File: config.mk
export PLATFORM = sky130hd
export DESIGN_NAME = tlb_walk_xlate
export DESIGN_NICKNAME = d
export VERILOG_FILES = /design/src/rtl/tlb_pkg.sv /design/src/rtl/tlb_array.sv /design/src/rtl/tlb_lru.sv /design/src/rtl/tlb_perm.sv /design/src/rtl/tlb_walk_xlate.sv
export SDC_FILE = /design/constraint.sdc
export NUM_CORES = 2
export LEC_CHECK = 0
export ABC_AREA = 1
export BUFFER_PORTS_ARGS = -buffer_cell sky130_fd_sc_hd__buf_2
export CAP_MARGIN = 25
export CORE_MARGIN = 10
export CORE_UTILIZATION = 60
export DETAILED_ROUTE_END_ITERATION = 8
export PLACE_DENSITY_LB_ADDON = 0.12
export SYNTH_ARGS = -nofsm -noshare
export SYNTH_HDL_FRONTEND = slang
export SYNTH_SLANG_ARGS = --single-unit
File: constraint.sdc
create_clock -name clk -period 6 [get_ports clk]
set_input_delay 0.3 -clock clk [delete_from_list [all_inputs] [get_ports clk]]
set_output_delay 0.3 -clock clk [all_outputs]
set_load 0.01 [all_outputs]
File: src/rtl/tlb_pkg.sv
package tlb_pkg;
  localparam int VA_W   = 32;
  localparam int PA_W   = 40;
  localparam int FC_W   = 4;
  localparam int OFF_4K = 12;
  localparam int OFF_2M = 21;
  localparam int OFF_4M = 22;

  typedef enum logic [1:0] {
    PG_4K = 2'd0,
    PG_2M = 2'd1,
    PG_4M = 2'd2
  } pg_size_e;

  typedef enum logic [1:0] {
    RS_OK   = 2'd0,
    RS_WALK = 2'd1,
    RS_PROT = 2'd2
  } rsp_stat_e;

  typedef enum logic [1:0] {
    XS_IDLE   = 2'd0,
    XS_WALK   = 2'd1,
    XS_RELOOK = 2'd2
  } xlate_st_e;

  typedef struct packed {
    logic [VA_W-1:0] vbase;
    logic [PA_W-1:0] pbase;
    pg_size_e        size;
    logic            wr;
    logic            usr;
    logic            nx;
    logic            glb;
    logic            uc;
    logic            pat;
  } tlb_ent_t;

  // Mask of the offset bits that lie below a page of the given size.
  function automatic logic [VA_W-1:0] off_mask(input pg_size_e sz);
    int unsigned nb;
    case (sz)
      PG_2M:   nb = OFF_2M;
      PG_4M:   nb = OFF_4M;
      default: nb = OFF_4K;
    endcase
    return (VA_W'(1) << nb) - VA_W'(1);
  endfunction
endpackage

File: src/rtl/tlb_array.sv
module tlb_array
  import tlb_pkg::*;
#(
  parameter int NUM_ENTRIES = 16,
  localparam int IDX_W = $clog2(NUM_ENTRIES)
) (
  input  logic                   clk,
  input  logic                   rst_n,
  input  logic [VA_W-1:0]        lk_vaddr,
  output logic                   lk_hit,
  output logic [IDX_W-1:0]       lk_idx,
  output tlb_ent_t               lk_ent,
  output logic [NUM_ENTRIES-1:0] valid_vec,
  input  logic                   wr_en,
  input  logic [IDX_W-1:0]       wr_idx,
  input  tlb_ent_t               wr_ent,
  input  logic                   inval_all,
  input  logic                   dmp_en,
  input  logic [VA_W-1:0]        dmp_vaddr
);
  logic [NUM_ENTRIES-1:0] valid_q, valid_d;
  logic [NUM_ENTRIES-1:0] lk_match, dmp_match;
  logic [NUM_ENTRIES-1:0] wr_vec;
  tlb_ent_t               ent_q [NUM_ENTRIES];

  for (genvar i = 0; i < NUM_ENTRIES; i++) begin : g_slot
    logic [VA_W-1:0] pmask;
    assign pmask        = ~off_mask(ent_q[i].size);
    assign lk_match[i]  = valid_q[i] && ((lk_vaddr & pmask) == ent_q[i].vbase);
    assign dmp_match[i] = valid_q[i] && ((dmp_vaddr & pmask) == ent_q[i].vbase);
    assign wr_vec[i]    = wr_en && (wr_idx == IDX_W'(i));

    always_ff @(posedge clk) begin
      if (wr_vec[i]) ent_q[i] <= wr_ent;
    end
  end

  // Flushes act first, so a slot written at the same edge survives.
  always_comb begin
    valid_d = valid_q;
    if (inval_all)   valid_d = '0;
    else if (dmp_en) valid_d = valid_q & ~dmp_match;
    valid_d = valid_d | wr_vec;
  end

  always_ff @(posedge clk or negedge rst_n) begin
    if (!rst_n) valid_q <= '0;
    else        valid_q <= valid_d;
  end

  always_comb begin
    lk_idx = '0;
    for (int i = NUM_ENTRIES - 1; i >= 0; i--) begin
      if (lk_match[i]) lk_idx = IDX_W'(i);
    end
  end

  assign lk_hit    = |lk_match;
  assign lk_ent    = ent_q[lk_idx];
  assign valid_vec = valid_q;

  // pages never overlap, so at most one slot claims an address
  a_r2_single_match: assert property (@(posedge clk) disable iff (!rst_n)
    $onehot0(lk_match));

  // after a flush only a slot written at that edge can be valid
  a_r9_flush_empties: assert property (@(posedge clk) disable iff (!rst_n)
    inval_all |=> ((valid_q & ~$past(wr_vec)) == '0));
endmodule

File: src/rtl/tlb_lru.sv
module tlb_lru #(
  parameter int NUM_ENTRIES = 16,
  localparam int IDX_W = $clog2(NUM_ENTRIES)
) (
  input  logic             clk,
  input  logic             rst_n,
  input  logic             touch_en,
  input  logic [IDX_W-1:0] touch_idx,
  output logic [IDX_W-1:0] victim_idx
);
  logic [IDX_W-1:0]       age_q [NUM_ENTRIES];
  logic [IDX_W-1:0]       age_d [NUM_ENTRIES];
  logic [IDX_W-1:0]       ref_age;
  logic [NUM_ENTRIES-1:0] oldest_vec;

  assign ref_age = age_q[touch_idx];

  // Touched slot becomes age 0; every slot younger than it ages by one.
  always_comb begin
    for (int i = 0; i < NUM_ENTRIES; i++) begin
      age_d[i] = age_q[i];
      if (touch_en) begin
        if (touch_idx == IDX_W'(i))  age_d[i] = '0;
        else if (age_q[i] < ref_age) age_d[i] = age_q[i] + IDX_W'(1);
      end
    end
  end

  always_ff @(posedge clk or negedge rst_n) begin
    if (!rst_n) begin
      for (int i = 0; i < NUM_ENTRIES; i++) age_q[i] <= IDX_W'(i);
    end else begin
      for (int i = 0; i < NUM_ENTRIES; i++) age_q[i] <= age_d[i];
    end
  end

  always_comb begin
    victim_idx = '0;
    for (int i = 0; i < NUM_ENTRIES; i++) begin
      oldest_vec[i] = (age_q[i] == IDX_W'(NUM_ENTRIES - 1));
      if (oldest_vec[i]) victim_idx = IDX_W'(i);
    end
  end

  // ages stay a permutation, so exactly one slot is the oldest
  a_r7_one_victim: assert property (@(posedge clk) disable iff (!rst_n)
    $countones(oldest_vec) == 1);
endmodule

File: src/rtl/tlb_perm.sv
module tlb_perm
  import tlb_pkg::*;
(
  input  logic [PA_W-1:0] ent_pbase,
  input  pg_size_e        ent_size,
  input  logic            ent_wr,
  input  logic            ent_usr,
  input  logic            ent_nx,
  input  logic [VA_W-1:0] vaddr,
  input  logic            acc_wr,
  input  logic            acc_ex,
  input  logic            acc_usr,
  output logic [PA_W-1:0] paddr,
  output logic [FC_W-1:0] viol
);
  assign paddr = ent_pbase | PA_W'(vaddr & off_mask(ent_size));
  assign viol  = {1'b0, acc_ex & ent_nx, acc_usr & ~ent_usr, acc_wr & ~ent_wr};
endmodule

File: src/rtl/tlb_walk_xlate.sv
module tlb_walk_xlate
  import tlb_pkg::*;
#(
  parameter int NUM_ENTRIES = 16
) (
  input  logic            clk,
  input  logic            rst_n,
  input  logic            req_valid,
  output logic            req_ready,
  input  logic [31:0]     req_vaddr,
  input  logic            req_write,
  input  logic            req_exec,
  input  logic            req_user,
  input  logic            req_touch,
  output logic            rsp_valid,
  output logic [1:0]      rsp_status,
  output logic [3:0]      rsp_fcode,
  output logic [39:0]     rsp_paddr,
  output logic            rsp_global,
  output logic            rsp_uncache,
  output logic            rsp_pat,
  output logic            walk_req,
  output logic [31:0]     walk_vaddr,
  input  logic            walk_done,
  input  logic            walk_fault,
  input  logic [3:0]      walk_fcode,
  input  logic [39:0]     walk_pbase,
  input  logic [1:0]      walk_size,
  input  logic            walk_wr,
  input  logic            walk_usr,
  input  logic            walk_nx,
  input  logic            walk_glb,
  input  logic            walk_uc,
  input  logic            walk_pat,
  input  logic            inval_all,
  input  logic            demap_en,
  input  logic [31:0]     demap_vaddr
);
  localparam int IDX_W = $clog2(NUM_ENTRIES);

  xlate_st_e              state_q, state_d;
  logic [VA_W-1:0]        hold_va;
  logic                   hold_w, hold_x, hold_u;
  logic                   acc, relook, fill;
  logic [VA_W-1:0]        lk_va;
  logic                   lk_w, lk_x, lk_u;
  logic                   lk_hit;
  logic [IDX_W-1:0]       lk_idx;
  tlb_ent_t               lk_ent;
  logic [NUM_ENTRIES-1:0] valid_vec;
  logic [PA_W-1:0]        mrg_pa;
  logic [FC_W-1:0]        viol;
  logic [IDX_W-1:0]       victim_idx, free_idx, wr_idx;
  logic                   has_free;
  tlb_ent_t               wr_ent;
  pg_size_e               fill_sz;
  logic                   touch_en;
  logic [IDX_W-1:0]       touch_idx;

  logic                   rsp_valid_d;
  rsp_stat_e              rsp_st_d;
  logic [FC_W-1:0]        rsp_fc_d;
  logic [PA_W-1:0]        rsp_pa_d;
  logic [2:0]             rsp_attr_d, rsp_attr_q;
  rsp_stat_e              rsp_st_q;

  assign req_ready = (state_q == XS_IDLE);
  assign acc       = req_valid && req_ready;
  assign relook    = (state_q == XS_RELOOK);
  assign fill      = (state_q == XS_WALK) && walk_done && !walk_fault;

  // The rerun uses the held request; otherwise the live request looks up.
  assign lk_va = relook ? hold_va : req_vaddr;
  assign lk_w  = relook ? hold_w  : req_write;
  assign lk_x  = relook ? hold_x  : req_exec;
  assign lk_u  = relook ? hold_u  : req_user;

  always_ff @(posedge clk) begin
    if (acc) begin
      hold_va <= req_vaddr;
      hold_w  <= req_write;
      hold_x  <= req_exec;
      hold_u  <= req_user;
    end
  end

  tlb_array #(.NUM_ENTRIES(NUM_ENTRIES)) u_array (
    .clk       (clk),
    .rst_n     (rst_n),
    .lk_vaddr  (lk_va),
    .lk_hit    (lk_hit),
    .lk_idx    (lk_idx),
    .lk_ent    (lk_ent),
    .valid_vec (valid_vec),
    .wr_en     (fill),
    .wr_idx    (wr_idx),
    .wr_ent    (wr_ent),
    .inval_all (inval_all),
    .dmp_en    (demap_en),
    .dmp_vaddr (demap_vaddr)
  );

  tlb_perm u_perm (
    .ent_pbase (lk_ent.pbase),
    .ent_size  (lk_ent.size),
    .ent_wr    (lk_ent.wr),
    .ent_usr   (lk_ent.usr),
    .ent_nx    (lk_ent.nx),
    .vaddr     (lk_va),
    .acc_wr    (lk_w),
    .acc_ex    (lk_x),
    .acc_usr   (lk_u),
    .paddr     (mrg_pa),
    .viol      (viol)
  );

  assign touch_en  = fill || (acc && lk_hit && req_touch);
  assign touch_idx = fill ? wr_idx : lk_idx;

  tlb_lru #(.NUM_ENTRIES(NUM_ENTRIES)) u_lru (
    .clk        (clk),
    .rst_n      (rst_n),
    .touch_en   (touch_en),
    .touch_idx  (touch_idx),
    .victim_idx (victim_idx)
  );

  // Lowest-numbered free slot.
  always_comb begin
    free_idx = '0;
    has_free = 1'b0;
    for (int i = NUM_ENTRIES - 1; i >= 0; i--) begin
      if (!valid_vec[i]) begin
        free_idx = IDX_W'(i);
        has_free = 1'b1;
      end
    end
  end

  assign wr_idx  = has_free ? free_idx : victim_idx;
  assign fill_sz = pg_size_e'(walk_size);

  always_comb begin
    wr_ent       = '0;
    wr_ent.vbase = hold_va & ~off_mask(fill_sz);
    wr_ent.pbase = walk_pbase & ~PA_W'(off_mask(fill_sz));
    wr_ent.size  = fill_sz;
    wr_ent.wr    = walk_wr;
    wr_ent.usr   = walk_usr;
    wr_ent.nx    = walk_nx;
    wr_ent.glb   = walk_glb;
    wr_ent.uc    = walk_uc;
    wr_ent.pat   = walk_pat;
  end

  always_comb begin
    state_d = state_q;
    unique case (state_q)
      XS_IDLE:   if (acc && !lk_hit) state_d = XS_WALK;
      XS_WALK:   if (walk_done) state_d = walk_fault ? XS_IDLE : XS_RELOOK;
      XS_RELOOK: state_d = XS_IDLE;
      default:   state_d = XS_IDLE;
    endcase
  end

  always_ff @(posedge clk or negedge rst_n) begin
    if (!rst_n) state_q <= XS_IDLE;
    else        state_q <= state_d;
  end

  // Response next-state: a hit or rerun reports paging results, a walk
  // fault passes the walker's code through untouched.
  always_comb begin
    rsp_valid_d = 1'b0;
    rsp_st_d    = RS_OK;
    rsp_fc_d    = '0;
    rsp_pa_d    = '0;
    rsp_attr_d  = {lk_ent.glb, lk_ent.uc, lk_ent.pat};
    if ((state_q == XS_WALK) && walk_done && walk_fault) begin
      rsp_valid_d = 1'b1;
      rsp_st_d    = RS_WALK;
      rsp_fc_d    = walk_fcode;
    end else if (relook || (acc && lk_hit)) begin
      rsp_valid_d = 1'b1;
      if (viol != '0) begin
        rsp_st_d = RS_PROT;
        rsp_fc_d = viol;
      end else begin
        rsp_pa_d = mrg_pa;
      end
    end
  end

  always_ff @(posedge clk or negedge rst_n) begin
    if (!rst_n) rsp_valid <= 1'b0;
    else        rsp_valid <= rsp_valid_d;
  end

  always_ff @(posedge clk) begin
    if (rsp_valid_d) begin
      rsp_st_q   <= rsp_st_d;
      rsp_fcode  <= rsp_fc_d;
      rsp_paddr  <= rsp_pa_d;
      rsp_attr_q <= rsp_attr_d;
    end
  end

  assign rsp_status  = rsp_st_q;
  assign rsp_global  = rsp_attr_q[2];
  assign rsp_uncache = rsp_attr_q[1];
  assign rsp_pat     = rsp_attr_q[0];
  assign walk_req    = (state_q == XS_WALK);
  assign walk_vaddr  = hold_va;

  // an accepted hit is answered on the following cycle
  a_r1_hit_answers: assert property (@(posedge clk) disable iff (!rst_n)
    (acc && lk_hit) |=> rsp_valid);

  // a miss asks the walker for the same address on the next cycle
  a_r3_miss_walks: assert property (@(posedge clk) disable iff (!rst_n)
    (acc && !lk_hit) |=> (walk_req && !req_ready && walk_vaddr == $past(req_vaddr)));

  // the rerun after a successful fill always finds the new entry
  a_r4_rerun_hits: assert property (@(posedge clk) disable iff (!rst_n)
    relook |-> lk_hit);

  // walker faults reach the requester with their code intact
  a_r5_fault_passthru: assert property (@(posedge clk) disable iff (!rst_n)
    ((state_q == XS_WALK) && walk_done && walk_fault) |=>
      (rsp_valid && rsp_status == RS_WALK && rsp_fcode == $past(walk_fcode)));
endmodule

# Yosys cells after proc, flatten, opt, wreduce, memory -nomap -nowiden
# Memory sizes are Yosys's and may differ from the RTL's.
# Cells that the tools add are included.
# op_classes
n_addsub	34
order_cmp	17
n_eq_ne	117
shifts	18
muxes	212
bitwise	64
reduce_logical	114
# op_table
operator	count
$mux W80	15
$reduce_or A80 Y1	15
$and A32 B32 Y32	34
$eq A32 B32 Y1	32
$sub A32 B2 Y32 const B	18
$not A32 Y32	17
$shl A1 B5 Y32 const A	17
$mux W4	92
$pmux W5 S2	18
$eq A4 B4 Y1 const B	31
$mux W1	70
$add A4 B1 Y4 const B	16
$lt A4 B4 Y1	16
$logic_and A1 B1 Y1	55
$and A40 B40 Y40	1
$not A32 Y40	1
$or A40 B40 Y40	1
$eq A2 B1 Y1 const B	19
$eq A2 B2 Y1 const B	19
$reduce_and A2 Y1	17
$eq A4 B3 Y1 const B	8
$mux W16	2
$mux W32	1
$reduce_bool A2 Y1	16
other kinds (23)	45
# totals
regBits	167
ram_bits	1280
output_inout_bits	84
memories	1
# memory_table
name	words	word_bits	read_ports	rd_ports_with_merged_regs	write_ports	line	text
u_array.ent_q	16	80	17	0	1	tlb_array.sv:24	tlb_ent_t ent_q [NUM_ENTRIES];

# Depth between registers and ports, before layout
# logic_depth
depth_word	37
depth_mapped	46
mapped_depth_nobuf	44

# By module
# A second synthesis with hierarchy kept.
# unflattened
cells_unflattened	8898
hier_area_um2	78846.9
# by_module_without_submodules
module	instances	cells_per_inst	area_per_inst_um2	seq_area_each_um2
tlb_array	1	7549	68592.0	38837.2
tlb_lru	1	868	5733.0	1641.6
tlb_walk_xlate	1	406	4157.7	2597.5
tlb_perm	1	75	364.1	0.0

# Worst setup path before layout
# Ideal clock, no wire load.
# synth_path
kind	flip-flop to flip-flop
start	register u_array.valid_q[11] (netlist: u_array.valid_vec[11])
end	memory u_array.ent_q[10][0] (netlist name), enable pin
arrival_time_ns	5.056
path_slack_ns	0.440
path_stages_with_launch	15
period_less_slack_ns	5.560
cell_sequence	dfrtp_1 -> inv_1 -> nor4_1 -> inv_1 -> nor3_1 -> inv_1 -> nor2_1 -> nand2_1 -> a31oi_1 -> nand2_1 -> nor2_1 -> nor3_1 -> nor2_1 -> nand2_1 -> nor2_1
# synth_via
elab_cells_between_ends	134
classes_between	15 x eq/ne; 87 x mux; 32 x reduce/logical
# synth_rtl
item	line	text
start, declared	tlb_array.sv:21	logic [NUM_ENTRIES-1:0] valid_q, valid_d;
start signal, assigned	tlb_array.sv:48	else valid_q <= valid_d;
$mux W4 or $mux W1 (tied branches) (12 in a row)	tlb_walk_xlate.sv:133	if (!valid_vec[i]) begin
$mux W4 *	tlb_walk_xlate.sv:140	assign wr_idx = has_free ? free_idx : victim_idx;
$eq A4 B4 Y1 *	tlb_array.sv:31	assign wr_vec[i] = wr_en && (wr_idx == IDX_W'(i));
$logic_and A1 B1 Y1 *	tlb_array.sv:31	
net u_array.wr_vec[10]	tlb_array.sv:23	logic [NUM_ENTRIES-1:0] wr_vec;
$mux W1 *	tlb_array.sv:34	if (wr_vec[i]) ent_q[i] <= wr_ent;
$mux W1 (implied by the code) *	tlb_array.sv:34	
$reduce_or A80 Y1 (no source line)	n/a	
$mux W4 (no source line) or $mux W1 (tied branches) (6 in a row)	n/a	
end, declared	tlb_array.sv:24	
# The timed path passes the listed nets; every way through them passes the cells marked *.

# Worst setup path after layout
# layout_path
start	register state_q[0]
end	register u_lru.age_q[58] (netlist name)
# layout_via
elab_chain_len	29
elab_cells_between_ends	85
classes_between	1 x order compare; 19 x eq/ne; 22 x mux; 17 x bitwise; 26 x reduce/logical
# layout_lines
item	line	text
start, declared	tlb_walk_xlate.sv:41	xlate_st_e state_q, state_d;
start signal, assigned	tlb_walk_xlate.sv:168	else state_q <= state_d;
$eq A2 B2 Y1	tlb_walk_xlate.sv:69	assign relook = (state_q == XS_RELOOK);
$mux W32	tlb_walk_xlate.sv:73	assign lk_va = relook ? hold_va : req_vaddr;
$and A32 B32 Y32	tlb_array.sv:29	assign lk_match[i] = valid_q[i] && ((lk_vaddr & pmask) == ent_q[i].vbase);
$eq A32 B32 Y1	tlb_array.sv:29	
$logic_and A1 B1 Y1	tlb_array.sv:29	
$mux W4 (16 in a row)	tlb_array.sv:54	if (lk_match[i]) lk_idx = IDX_W'(i);
$mux W4	tlb_walk_xlate.sv:118	assign touch_idx = fill ? wr_idx : lk_idx;
$not A4 Y5 (implied by the code)	tlb_lru.sv:16	assign ref_age = age_q[touch_idx];
$bmux W4 S4	tlb_lru.sv:16	
$mux W4 (implied by the code) (2 in a row)	tlb_lru.sv:16	
$lt A4 B4 Y1	tlb_lru.sv:24	else if (age_q[i] < ref_age) age_d[i] = age_q[i] + IDX_W'(1);
$reduce_bool A2 Y1 (no source line)	n/a	
$reduce_and A2 Y1 (no source line)	n/a	
end, declared	tlb_lru.sv:11	logic [IDX_W-1:0] age_q [NUM_ENTRIES];
# Several ways; a longest one is shown, not always the timed one. The select of a mux whose other input is x is not followed.
# A chain may end at the register's enable or synchronous reset.

==> metrics.md <==
| Metric | Value |
|---|---|
| Clock sinks | `1319` |
| R2R cell count | `33` |
| Min-delay worst type | `primary input to register` |
| Area Overhead vs Synth | `15.98%` |
| Die footprint | `125300 µm²` |
| Met2 Resource Use GR | `0.6094` |
| Most frequent CP cell | `nand2_1` |
| Family with the most delay on the worst path | `simple AND/OR/NAND/NOR gates` |
| Hold_ws | `69.65 ps` |
| Commonest non-fill, non-tap cells in the layout | `nand2_1, edfxtp_1, nor2_1, inv_1, nand3_1` |
| Clk_lat worst skew | `780 ps` |
| Post-synth EDFFs | `1236` |
| Leakage | `30.87 nW` |
| Root Driver | `clkbuf_16` |
| Via count | `57080` |
| Synth Cell Area | `66940 µm²` |
| First-pass GRT wire length | `370.3 mm` |
| R2R Setup Slk | `140 ps` |
| Int Power | `16.54 mW` |
| Post-Synthesis Cells | `6670` |
| Critical path's largest stage delay | `420 ps` |
| Worst EP arrival | `6520 ps` |
| Switching power | `6.349 mW` |
| Yosys warns | `0` |
| Seq cells post-synth | `1319` |
| Max cap viols | `0` |
| Number of DRC markers in iteration 0 | `9246` |
| Met3 global-route usage | `0.1007` |
| FMAX | `170.7 MHz` |
| Worst R2R Start | `state_q[0]` |
| Reg-to-Reg End | `u_lru.age_q[58]` |
| Worst setup EP type | `register` |
| CTS tree | `yes` |
| Ports | `211` |
| Hold Path Depth | `2` |
| Initial Utilization | `0.6049` |
| Number of global-route vias before repair | `53520` |
| Core area | `110700 µm²` |
| Switching part of the total power | `0.2774` |
| Die width | `354.0 µm` |
| Initial antenna violation count | `13` |
| Worst Skew | `57.91 ps` |
| Placed cell area | `71980 µm²` |
| Setup TNS | `0 ps` |
| Via/cell ratio | `6.509` |
| Residual DRC | `0` |
| Met1 usage | `0.5278` |
| Clock power share | `0.389` |
| Slowest stage cell, crit path | `dfrtp_1` |
| Most Crowded Layer GR | `met2` |
| Final Util | `0.7015` |
| Crit path buf inv count | `9` |
| Final Wtd Congestion | `1.079` |
| Logic gate share of total power | `0.143` |
| Slew @ Worst Pin | `1219 ps` |
| Fillers | `7892` |
| Pin count of the biggest net entering global routing | `153` |
| VDD IR max | `0.3127 mV` |
| Async S/R FF share, synth | `0.06293` |
| Crit path required time | `6670 ps` |
| Port Buffers | `193` |
| Setup WS pre-CTS | `85.51 ps` |
| Cell Rows | `122` |
| Commonest non-fill, non-tap cell in the layout | `nand2_1` |
| Top-area cell type share of the netlist area | `0.5545` |
| Power Dens Cells | `294.8 nW/µm²` |
| Ys flop type | `edfxtp_1` |
| CTS H-tree depth | `4` |
| Critical path depth | `33` |
| DRT antenna net count | `0` |
| Syn Area/Cell | `10.04 µm²` |
| Routed len/inst | `29.86 µm` |
| Clock Tree Buf Depth | `3` |
| Tcrit/Tclk final | `0.9764` |
| Area leader, netlist | `edfxtp_1` |
| DRT Wirelength | `261.9 mm` |
| Unique masters post-synth | `75` |
| Dpl hpwl | `169.6 mm` |
| Rel. slew slack | `0.1853` |
| Layout net count | `7419` |
| Die extent in y | `354.0 µm` |
| Final slew viol count | `0` |
| Result of the run | `completed` |
| Clk slew on worst S/H paths | `60 ps` |
| CP Max Fanout | `18` |
| Seq pwr share | `0.468` |
| Finished Cell Area | `77640 µm²` |
| Worst Path Class, Setup | `register to register` |
| Tot GR Track Use | `0.4058` |
| Tmin final | `5858 ps` |
| Layout cell share with drive strength beyond 1 | `0.1421` |
| Overflow after GRT | `0` |
| Worst setup SP type | `register` |
| Worst setup path startpoint | `state_q[0]` |
| Synth area leaders | `edfxtp_1, nand2_1, nor2_1, inv_1, xor2_1` |
| Crit path to | `u_lru.age_q[58]` |
| Total clock buffers created by CTS | `138` |
| Final setup viols | `0` |
| Fin. Hold Viols | `0` |
| Register area share after synthesis | `0.5861` |
| Setup ws final | `141.7 ps` |
| DRT Pass-1 Iters | `7` |
## per-stage QoR
stage / cells / power [mW]
after floorplan: 6702 / 12.56
after global placement: 8443 / 13.87
after detailed placement: 8443 / 13.95
after CTS: 8753 / 22.71
after global routing: 8763 / 23.52
final: 8770 / 22.89
## worst min path at each step
stage	from	endpoint	slack, ps
floorplan	rst_n	rsp_valid	4
global placement	rst_n	u_lru.age_q[50]	340
detailed placement	rst_n	u_lru.age_q[50]	340
CTS	walk_size[0]	u_array.ent_q[4][6]	50
global route	walk_size[0]	u_array.ent_q[4][6]	60
finish	walk_size[0]	u_array.ent_q[4][6]	70
## timing repair
action	4_1_cts	5_1_grt
endpoints found under the setup margin	1	105
hold endpoints to repair	449	0
pin swaps	0	5
hold buffers	66	0
resized for setup	2	59
buffers inserted	0	7
## cells by family after synthesis
| kind of cell | synth area share |
|---|---|
| xor+xnor | 0.03675 |
| compound gates | 0.09307 |
| flops | 0.5861 |
| simple gates | 0.1950 |
| mux | 0.008374 |
| fa+ha+maj | 0.02262 |
| buf+inv | 0.05794 |
| other cells | 0.0001122 |
## worst register-to-register path: cells and delay by family, from the launching register on
family	cells	cell delay, ps
buf+inv	9	1710
simple gates	20	2810
compound gates	3	530
fa+ha+maj	1	300
flops	1	420
## power by group through the flow
stage / Combinational [mW] / Sequential (mW) / Clock, mW
2_1_floorplan: 1.75 / 10.8 / 0
3_3_place_gp: 3.00 / 10.9 / 0
3_5_place_dp: 3.07 / 10.9 / 0
4_1_cts: 3.13 / 10.7 / 8.89
5_1_grt: 3.52 / 10.7 / 9.26
6_report: 3.27 / 10.7 / 8.91
## registers in the layout, summed over array words and instances, names as in the netlist, 2 cells and up
name	count
state_q	2
walk_vaddr	32
rsp_status	2
rsp_attr_q	3
u_array.ent_q	1152
rsp_paddr	40
u_lru.age_q	64
u_array.valid_vec	16
rsp_fcode	4
## Yosys cell counts (63+ instances only)
cell         n
a21oi_1    163
nor3_1     152
ha_1       121
inv_1      632
o21ai_0    354
xor2_1     222
clkbuf_1   172
nand3_1    370
edfxtp_1  1236
nor4_1     133
nor2_1     680
nand4_1    144
a31o_2      79
o22ai_1    106
o32ai_1     63
nand2_1   1305
## per-layer routing
metal	vias to the layer above	part of all wire
li1	24440	-
met1	27140	0.36
met2	4519	0.44
met3	969	0.13
met4	14	0.073
met5	-	0.00038
## cell type report
| type | instances | area [µm²] | area share |
|---|---|---|---|
| Sequential cell | 1319 | 39230 | 0.5054 |
| Inverter | 656 | 2476 | 0.03189 |
| Antenna cell | 7 | 17.52 | 0.0002256 |
| Clock buffer | 163 | 3631 | 0.04677 |
| Timing Repair Buffer | 629 | 5092 | 0.06559 |
| Tap cell | 1488 | 1862 | 0.02398 |
| Multi-Input combinational cell | 4427 | 24300 | 0.3129 |
| Clock inverter | 81 | 1028 | 0.01325 |
Note: power is estimated with default switching activity, not from simulation.
